[config.mk]
export PLATFORM = sky130hd
export DESIGN_NAME = rst_pulse_cond
export DESIGN_NICKNAME = d
export VERILOG_FILES = /design/src/rtl/rst_pulse_cond_pkg.sv /design/src/rtl/rst_pulse_cond_sync.sv /design/src/rtl/rst_pulse_cond_fall.sv /design/src/rtl/rst_pulse_cond_span.sv /design/src/rtl/rst_pulse_cond.sv
export SDC_FILE = /design/constraint.sdc
export NUM_CORES = 1
export LEC_CHECK = 0
export CAP_MARGIN = 15
export CORE_AREA = 2 2 39 41
export CTS_BUF_LIST = sky130_fd_sc_hd__clkbuf_16
export CTS_CLUSTER_DIAMETER = 100
export DETAILED_ROUTE_END_ITERATION = 12
export DIE_AREA = 0 0 41 43
export REMOVE_ABC_BUFFERS = 1
export SLEW_MARGIN = 40
export SYNTH_ARGS = -nofsm -noshare
export SYNTH_HDL_FRONTEND = slang
export SYNTH_SLANG_ARGS = --single-unit
[constraint.sdc]
create_clock -name clk_i -period 1.7 [get_ports clk_i]
set_clock_uncertainty 0.15 [all_clocks]
set_input_delay 0.34 -clock clk_i [delete_from_list [all_inputs] [get_ports clk_i]]
set_output_delay 0.34 -clock clk_i [all_outputs]
set_load 0.02 [all_outputs]
[src/rtl/rst_pulse_cond_pkg.sv]
package rst_pulse_cond_pkg;

  // Bits needed to hold values 0..n inclusive.
  function automatic int span_bits(input int n);
    return (n < 1) ? 1 : $clog2(n + 1);
  endfunction

  // Number of counted falling edges after which the release edge is accepted.
  function automatic int release_edge(input int min_cycles);
    return min_cycles + 1;
  endfunction

endpackage

[src/rtl/rst_pulse_cond_sync.sv]
module rst_pulse_cond_sync #(
  parameter int STAGES = 2
) (
  input  logic clk_i,
  input  logic arst_n_i,
  output logic released_o
);
  localparam int LAST = STAGES - 1;

  logic [LAST:0] chain_q;

  // Async clear on the raw request, ones shift in after it lifts.
  always_ff @(posedge clk_i or negedge arst_n_i) begin
    if (!arst_n_i) chain_q <= '0;
    else           chain_q <= {chain_q[LAST:0], 1'b1} >> 1 | {1'b0, chain_q[LAST:0]} << 1 | {{LAST{1'b0}}, 1'b1};
  end

  assign released_o = chain_q[LAST];
endmodule

[src/rtl/rst_pulse_cond_fall.sv]
module rst_pulse_cond_fall (
  input  logic clk_i,
  input  logic arst_n_i,
  input  logic level_i,
  output logic fall_o
);
  logic level_q;

  always_ff @(posedge clk_i or negedge arst_n_i) begin
    if (!arst_n_i) level_q <= 1'b0;
    else           level_q <= level_i;
  end

  assign fall_o = level_q & ~level_i;
endmodule

[src/rtl/rst_pulse_cond_span.sv]
module rst_pulse_cond_span #(
  parameter int MIN_CYCLES = 16
) (
  input  logic clk_i,
  input  logic arst_n_i,
  input  logic clear_i,
  input  logic step_i,
  output logic full_o
);
  import rst_pulse_cond_pkg::*;

  localparam int W = span_bits(MIN_CYCLES);
  localparam logic [W-1:0] LIMIT = W'(MIN_CYCLES);

  logic [W-1:0] cnt_q;

  always_ff @(posedge clk_i or negedge arst_n_i) begin
    if (!arst_n_i)                     cnt_q <= '0;
    else if (clear_i)                  cnt_q <= '0;
    else if (step_i && cnt_q != LIMIT) cnt_q <= cnt_q + 1'b1;
  end

  assign full_o = (cnt_q == LIMIT);
endmodule

[src/rtl/rst_pulse_cond.sv]
module rst_pulse_cond #(
  parameter int SYNC_STAGES = 2,
  parameter int MIN_CYCLES  = 16
) (
  input  logic clk_i,
  input  logic rst_raw_n_i,
  input  logic cpu_clk_i,
  input  logic osc_run_i,
  input  logic clk_ready_i,
  output logic cpu_reset_o,
  output logic restart_req_o
);
  logic released;
  logic req_sync;
  logic cpu_fall;
  logic count_step;
  logic span_full;
  logic release_evt;
  logic reset_q;

  rst_pulse_cond_sync #(.STAGES(SYNC_STAGES)) u_sync (
    .clk_i      (clk_i),
    .arst_n_i   (rst_raw_n_i),
    .released_o (released)
  );

  rst_pulse_cond_fall u_fall (
    .clk_i    (clk_i),
    .arst_n_i (rst_raw_n_i),
    .level_i  (cpu_clk_i),
    .fall_o   (cpu_fall)
  );

  assign req_sync   = ~released;
  assign count_step = cpu_fall & clk_ready_i & ~req_sync;

  rst_pulse_cond_span #(.MIN_CYCLES(MIN_CYCLES)) u_span (
    .clk_i    (clk_i),
    .arst_n_i (rst_raw_n_i),
    .clear_i  (req_sync),
    .step_i   (count_step),
    .full_o   (span_full)
  );

  assign release_evt = count_step & span_full;

  always_ff @(posedge clk_i or negedge rst_raw_n_i) begin
    if (!rst_raw_n_i)     reset_q <= 1'b1;
    else if (req_sync)    reset_q <= 1'b1;
    else if (release_evt) reset_q <= 1'b0;
  end

  assign cpu_reset_o   = reset_q;
  assign restart_req_o = req_sync & ~osc_run_i;
endmodule

==> PnR_summary.wiki, run 1 <==
{| class="wikitable"
! Metric !! Value
|-
| Status || complete, no violations
|-
| Iter 0 DRT Violations || 1
|-
| Internal power component || 662.9 uW
|-
| Period minus WS final || approximately 1.6 ns
|-
| RSZ-0062 raised after global routing || no
|-
| Clock-pin slew reported for the worst setup and hold paths after clock tree synthesis || ~0.04 ns
|-
| Switching share of total power || 0.2519
|-
| Final Util || 0.4412
|-
| Max-cap violation count || 0
|-
| Number of antenna-violating nets in the routed design || 0
|-
| Max IR drop VDD || ~0.001 V
|-
| Cell count after synthesis || 38
|-
| Final setup violation count || 0
|-
| Via count of the first global-routing pass || 304
|-
| Net load switching power || about 220 uW
|-
| Net count of the finished layout || 56
|-
| Max-slew violation total from the final report || 0
|-
| Startpoint types || input port
|-
| Share of cells above drive strength 1 || 0.2083
|-
| Synth-to-Final Area Change || 34.44%
|-
| Share of total power in combinational logic || 0.176
|-
| Static leakage power || slightly below 0.0003 uW
|-
| Post-detail-place hpwl || 526.7 um
|-
| Routed length per instance || between 10 and 15 um
|-
| Final estimated routing congestion in global placement || ~0.73
|-
| # fillers || between 100 and 150
|-
| Required time worst endpoint || roughly 1.2 ns
|-
| Width of the die || roughly 40 um
|-
| Power density over the cells || 1451 mW/mm2
|-
| Wire length of the first global-routing pass || between 1000 and 1500 um
|-
| Mean post-synth cell area || between 10 and 15 um2
|-
| Fraction of the yosys area taken by sequential cells || 0.4986
|-
| Leading cell types in the layout, fill and taps excluded || 8 x dfrtp_1, 4 x inv_1, 4 x clkdlybuf4s50_1
|-
| Maximum fanout count along the critical path || 1
|-
| Global router's overall resource usage || 0.1194
|-
| CTS tree || yes
|-
| Most common cell after layout, fill and taps aside || dfrtp_1
|-
| Mapped cell area || about 450 um2
|-
| Clk buf depth || 2
|-
| H-tree depth || 1
|-
| TritonCTS buffer count || 3
|-
| Summed area of non-filler cells in the final layout || 610.6 um2
|-
| Hold Vio Cnt, Final || 0
|-
| Number of inserted diodes || 0
|-
| Sort of element at the end of the critical path || primary output
|-
| HP Class || in2async
|-
| Part of the total power dissipated in the clock network || 0.459
|-
| Count of unique library cells instantiated by Yosys || 22
|-
| Buffer cell driving the clock tree root || clkbuf_16
|-
| Effective utilization at floorplan || 0.3282
|-
| Final critical-path share of the clock period || 0.9583
|-
| Synth warnings || 0
|-
| Core Rows || 14
|-
| Overall die height || around 43 um
|-
| Core area || ~0.0014 mm2
|-
| Post-synthesis sequential element count || 9
|-
| Area of the die || around 0.0018 mm2
|-
| Critical Path AT || between 1 and 1.5 ns
|-
| Highest clock frequency the design can meet || just over 0.6 GHz
|-
| Via density per instance || ~4.7
|-
| Worst Path Class, Setup || in2out
|-
| Post-Route WL || between 700 and 800 um
|-
| Pin count of the biggest net entering global routing || 10
|-
| Number of top-level pins || 7
|-
| Quantity of I/O buffers inserted on ports || 6
|-
| Global route overflow || 0
|-
| Vias || roughly 300
|-
| CTS sink count || 9
|-
| Clk Latency, worst-skew pair || about 0.23 ns
|-
| Drt first pass iters || 4
|-
| DRC || 0
|-
| Sequential Power Share || 0.365
|-
| Number of hold-repair buffers added at the cts stage || 0
|-
| Initial antenna violation count || 0
|-
| Placement-stage cell area || about 530 um2
|}
area by class of cell:
class / count / area (um2) / share of cell area
flip-flops and latches: 9 / 226.5 / 0.3709
multi-input cells: 25 / 209.0 / 0.3422
clock buffers: 3 / 75.07 / 0.1230
repair buffers: 7 / 65.06 / 0.1066
well taps: 16 / 20.02 / 0.03279
inverters: 3 / 11.26 / 0.01844
clock inverters: 1 / 3.754 / 0.006148
power groups by stage:
stage | clock [uW] | combinational [uW] | sequential, uW
after global placement | 0 | 153 | 324
after detailed placement | 0 | 158 | 326
final | 407 | 156 | 323
after floorplan | 0 | 126 | 314
after global routing | 432 | 182 | 332
after CTS | 420 | 159 | 324
metal layers:
layer  track usage  up-vias  share of wire  wire length [um]
met1        0.1356      147           0.42               302
met4       0.08000        0          0.029                21
li1              -      146              -                 -
met5             0        -              0                 0
met3       0.07853        2          0.043                31
met2        0.1563        4           0.51               368
critical path, cell delays in order:
cell and delay (ns):
clkdlybuf4s50_1 0.39, nor2_1 0.08, dlygate4sd2_1 0.33
flip-flops by register name, indices dropped and copies added (netlist names):
name	flops
u_sync.chain_q	2
cpu_reset_o	1
u_span.cnt_q	5
u_fall.level_q	1
stage by stage:
stage	hold slack, ns	total power [uW]	setup slack, ns	TNS [ns]	cells
detailed placement	0.2799	483.8	-0.2106	-0.2106	60
finish	0.2540	886.1	0.07094	0	64
global placement	0.2842	477.2	-0.2069	-0.2069	60
CTS	0.2687	903.5	0.06115	0	64
floorplan	-0.1056	440.2	0.2804	0	37
global route	0.2966	946.6	0.04340	0	64
synthesized netlist by cell type:
library cell  n  area, um2
dfstp_2       1      26.28
nand3_1       2      10.01
o21ai_0       1      5.000
nor2b_1       1      6.260
nand3b_1      1      7.510
nor2_1        1      3.750
nand2_1       3      11.26
xor2_1        2      17.52
inv_1         3      11.26
nand2_4       1      11.26
and3_1        1      6.260
a21oi_1       1      5.000
dfrtp_1       8      200.2
or2_2         1      6.260
ha_1          2      25.02
conb_1        1      3.750
nand3_2       1      10.01
mux2i_1       3      30.03
and4b_4       1      13.76
nand4bb_4     1      27.53
buf_4         1      7.510
a31o_1        1      8.760
final timing paths:
kind | from | endpoint | slack, ns | depth (start not counted)
worst max register to register | u_span.cnt_q[0] | u_span.cnt_q[1] | 0.22 | 5
worst min-delay path | rst_raw_n_i | u_span.cnt_q[1] | 0.25 | 1
worst max-delay path | osc_run_i | restart_req_o | 0.07 | 3
min in group clk_i | u_sync.chain_q[0] | u_sync.chain_q[1] | 0.28 | 1
worst min register to register | u_sync.chain_q[0] | u_sync.chain_q[1] | 0.28 | 1
max in group asynchronous | rst_raw_n_i | cpu_reset_o | 0.83 | 1
cell families after synthesis:
family          after synthesis  synth area share
simple gates                 14            0.2507
fa+ha+maj                     2           0.05509
flops                         9            0.4986
buf+inv                       4           0.04133
xor+xnor                      2           0.03857
mux                           3           0.06612
other cells                   1          0.008257
compound gates                3           0.04130
repair_timing:
item,CTS,global route
buffers inserted,0,0
resized for setup,2,0
endpoints found under the setup margin,2,0
hold endpoints to repair,0,0
Note: power is estimated with default switching activity, not from simulation.
==> run 2, diff against run 1 <==
--- a/config.mk
+++ b/config.mk
@@ -12,7 +12,7 @@
 export DETAILED_ROUTE_END_ITERATION = 12
 export DIE_AREA = 0 0 41 43
 export REMOVE_ABC_BUFFERS = 1
-export SLEW_MARGIN = 40
+export SLEW_MARGIN = 20
 export SYNTH_ARGS = -nofsm -noshare
 export SYNTH_HDL_FRONTEND = slang
 export SYNTH_SLANG_ARGS = --single-unit
==> results of run 2 <==
Final layout, timing and power as in run 1 (identical DEF).
==> run 3, diff against run 2 <==
--- a/config.mk
+++ b/config.mk
@@ -12,6 +12,7 @@
 export DETAILED_ROUTE_END_ITERATION = 12
 export DIE_AREA = 0 0 41 43
 export REMOVE_ABC_BUFFERS = 1
+export SETUP_SLACK_MARGIN = 0.02
 export SLEW_MARGIN = 20
 export SYNTH_ARGS = -nofsm -noshare
 export SYNTH_HDL_FRONTEND = slang
==> constraint.sdc (replaced) <==
create_clock -name clk_i -period 1.5 [get_ports clk_i]
set_clock_uncertainty 0.15 [all_clocks]
set_input_delay 0.3 -clock clk_i [delete_from_list [all_inputs] [get_ports clk_i]]
set_output_delay 0.3 -clock clk_i [all_outputs]
set_load 0.02 [all_outputs]
==> run 3 against run 2 <==
Compared with the run above:
- worst hold slack got worse by 0.035 ns
- via count rose by 2.0%
- total power rose by 24%
- clock power rose by 15%
- global-route usage rose by 1.3 points
- combinational power rose by 81%
- setup slack improved by 0.0035 ns
- critical path depth rose by 2
- largest cell class unchanged
- die area did not move
- final area rose by 4.1%
==> PnR_summary.wiki, run 3 (synthesis gave the netlist of run 1 again) <==
{| class="wikitable"
! Metric !! Value
|-
| Largest stage delay, worst path || about 0.37 ns
|-
| Period minus WS final || between 1 and 1.5 ns
|-
| Placement-stage cell area || 549.3 um2
|-
| Number of buffers inserted to repair setup after CTS || 0
|-
| Maximum fanout count along the critical path || 4
|-
| Worst hold margin || 0.2192 ns
|-
| Number of top-level pins || 7
|-
| GR met1 Demand/Resource || 0.1638
|-
| Area occupied by registers || about 230 um2
|-
| Status || complete, no violations
|-
| Initial antenna violation count || 0
|-
| RSZ-0062 raised after global routing || no
|-
| Clk buf depth || 2
|-
| Reg-to-reg setup timing slack || around 0.074 ns
|-
| Effective utilization at floorplan || 0.3282
|-
| Clk Latency, worst-skew pair || between 0.2 and 0.25 ns
|-
| Buffer cell driving the clock tree root || clkbuf_16
|-
| H-tree depth || 1
|-
| Quantity of I/O buffers inserted on ports || 6
|-
| Number of inserted diodes || 0
|-
| # fillers || 138
|-
| Vias || approximately 310
|-
| Share of cells above drive strength 1 || 0.3400
|-
| Core area || 0.001384 mm2
|-
| Pin count of the biggest net entering global routing || 10
|-
| Final critical-path share of the clock period || 0.9504
|-
| Area of the die || 0.001763 mm2
|-
| Static leakage power || slightly below 0.0003 uW
|-
| Critical Path AT || approximately 1.4 ns
|-
| Worst Path Class, Setup || reg2reg
|-
| Power density over the cells || ~1700 mW/mm2
|-
| Number of hold-repair buffers added at the cts stage || 0
|-
| Slowest CP cell || dfrtp_1
|-
| Global route overflow || 0
|-
| Final estimated routing congestion in global placement || around 0.74
|-
| CTS sink count || 9
|-
| Synth-to-Final Area Change || 39.94%
|-
| Net count of the finished layout || between 50 and 60
|-
| Ordered list of cells on the worst path || inv_1 -> ha_4 -> nand4bb_4 -> and3_4 -> a31o_1
|-
| Via density per instance || 4.621
|-
| Leading cell types in the layout, fill and taps excluded || 8 x dfrtp_1, 4 x clkdlybuf4s50_1
|-
| Crit-path leading delay family || flip-flops
|-
| Startpoint types || flop
|-
| Post-Route WL || roughly 840 um
|-
| Core Rows || 14
|-
| Highest clock frequency the design can meet || 0.7015 GHz
|-
| Width of the die || a little over 40 um
|-
| Registers with the most flip-flops || u_span.cnt_q: 5 flops, u_sync.chain_q: 2 flops
|-
| Drt first pass iters || 2
|-
| Max IR drop VDD || approximately 0.00096 V
|-
| Most utilized layer in the global route result || met2
|-
| Overall die height || between 40 and 50 um
|-
| Hold Vio Cnt, Final || 0
|-
| HP Class || in2async
|-
| Clock-pin slew reported for the worst setup and hold paths after clock tree synthesis || ~0.040 ns
|-
| Via count of the first global-routing pass || about 330
|-
| Final setup violation count || 0
|-
| TritonCTS buffer count || 3
|-
| Area of the multi-input gates || approximately 230 um2
|-
| Number of antenna-violating nets in the routed design || 0
|-
| M2 GR Usage || 0.1781
|-
| Iter 0 DRT Violations || 1
|-
| Max-cap violation count || 0
|-
| Post-detail-place hpwl || around 560 um
|-
| Critical path buffer and inverter count || 1
|-
| Routed length per instance || about 13 um
|-
| Largest register by flop count || u_span.cnt_q
|-
| Sort of element at the end of the critical path || flop
|-
| Wire length of the first global-routing pass || roughly 1500 um
|-
| Met3 usage in global routing || 0.03141
|-
| CTS tree || yes
|-
| Summed area of non-filler cells in the final layout || between 600 and 700 um2
|-
| Flip-flop count of the largest register, all copies and words added || 5
|-
| DRC || 0
|-
| Max-slew violation total from the final report || 0
|-
| Most common cell after layout, fill and taps aside || dfrtp_1
|-
| Required time worst endpoint || about 1.5 ns
|-
| Global router's overall resource usage || 0.1319
|}
## run 3: worst register-to-register path: cells and delay by family (launching register included)
family / cells / cell delay (ns)
and+or+nand+nor: 2 / 0.36
buffers and inverters: 1 / 0.10
DFF: 1 / 0.37
AOI/OAI and AO/OA: 1 / 0.18
adders and majority gates: 1 / 0.15
## run 3: through the flow
step	setup slack, ns	power, uW	setup TNS [ns]	std cells	util
floorplan	0.08035	498.9	0	37	-
global placement	-0.3270	583.0	-0.7978	62	0.3969
detailed placement	-0.3383	588.3	-0.8771	62	0.3969
CTS	0.003865	1070	0	66	0.4557
global route	0.02153	1174	0	66	0.4593
finish	0.07446	1103	0	66	0.4593
## run 3: path summary, 6_finish.rpt
check | start | endpoint | cells past startpoint
setup reg to reg | u_span.cnt_q[1] | u_span.cnt_q[1] | 5
min in group clk_i | u_sync.chain_q[0] | u_sync.chain_q[1] | 1
setup / recovery | u_span.cnt_q[1] | u_span.cnt_q[1] | 5
hold / removal | rst_raw_n_i | u_span.cnt_q[3] | 1
hold reg to reg | u_sync.chain_q[0] | u_sync.chain_q[1] | 1
max in group asynchronous | rst_raw_n_i | cpu_reset_o | 1
## run 3: final cells by class
cell class                      count  share of cell area
Sequential cell                     9              0.3563
Timing Repair Buffer                9              0.1142
Clock inverter                      1            0.005906
Inverter                            3             0.01772
Clock buffer                        3              0.1181
Multi-Input combinational cell     25              0.3563
Tap cell                           16             0.03150
## run 3: timing repair
item                                   4_1_cts  5_1_grt
setup endpoints to repair                    2        3
endpoints found under the hold margin        0        0
pin swaps                                    0        1
gates cloned                                 0        0
resized for setup                            6        6
## run 3: where the power goes
part           leakage (uW)  switching (uW)  internal (uW)
sequential         0.000106            50.4            301
clock             0.0000423             120            349
combinational      0.000145             122            160
## run 3: per-layer routing
layer / vias up / share of wire
met3: 4 / 0.023
met5: - / 0
met1: 149 / 0.44
met4: 0 / 0.033
met2: 4 / 0.50
li1: 148 / -
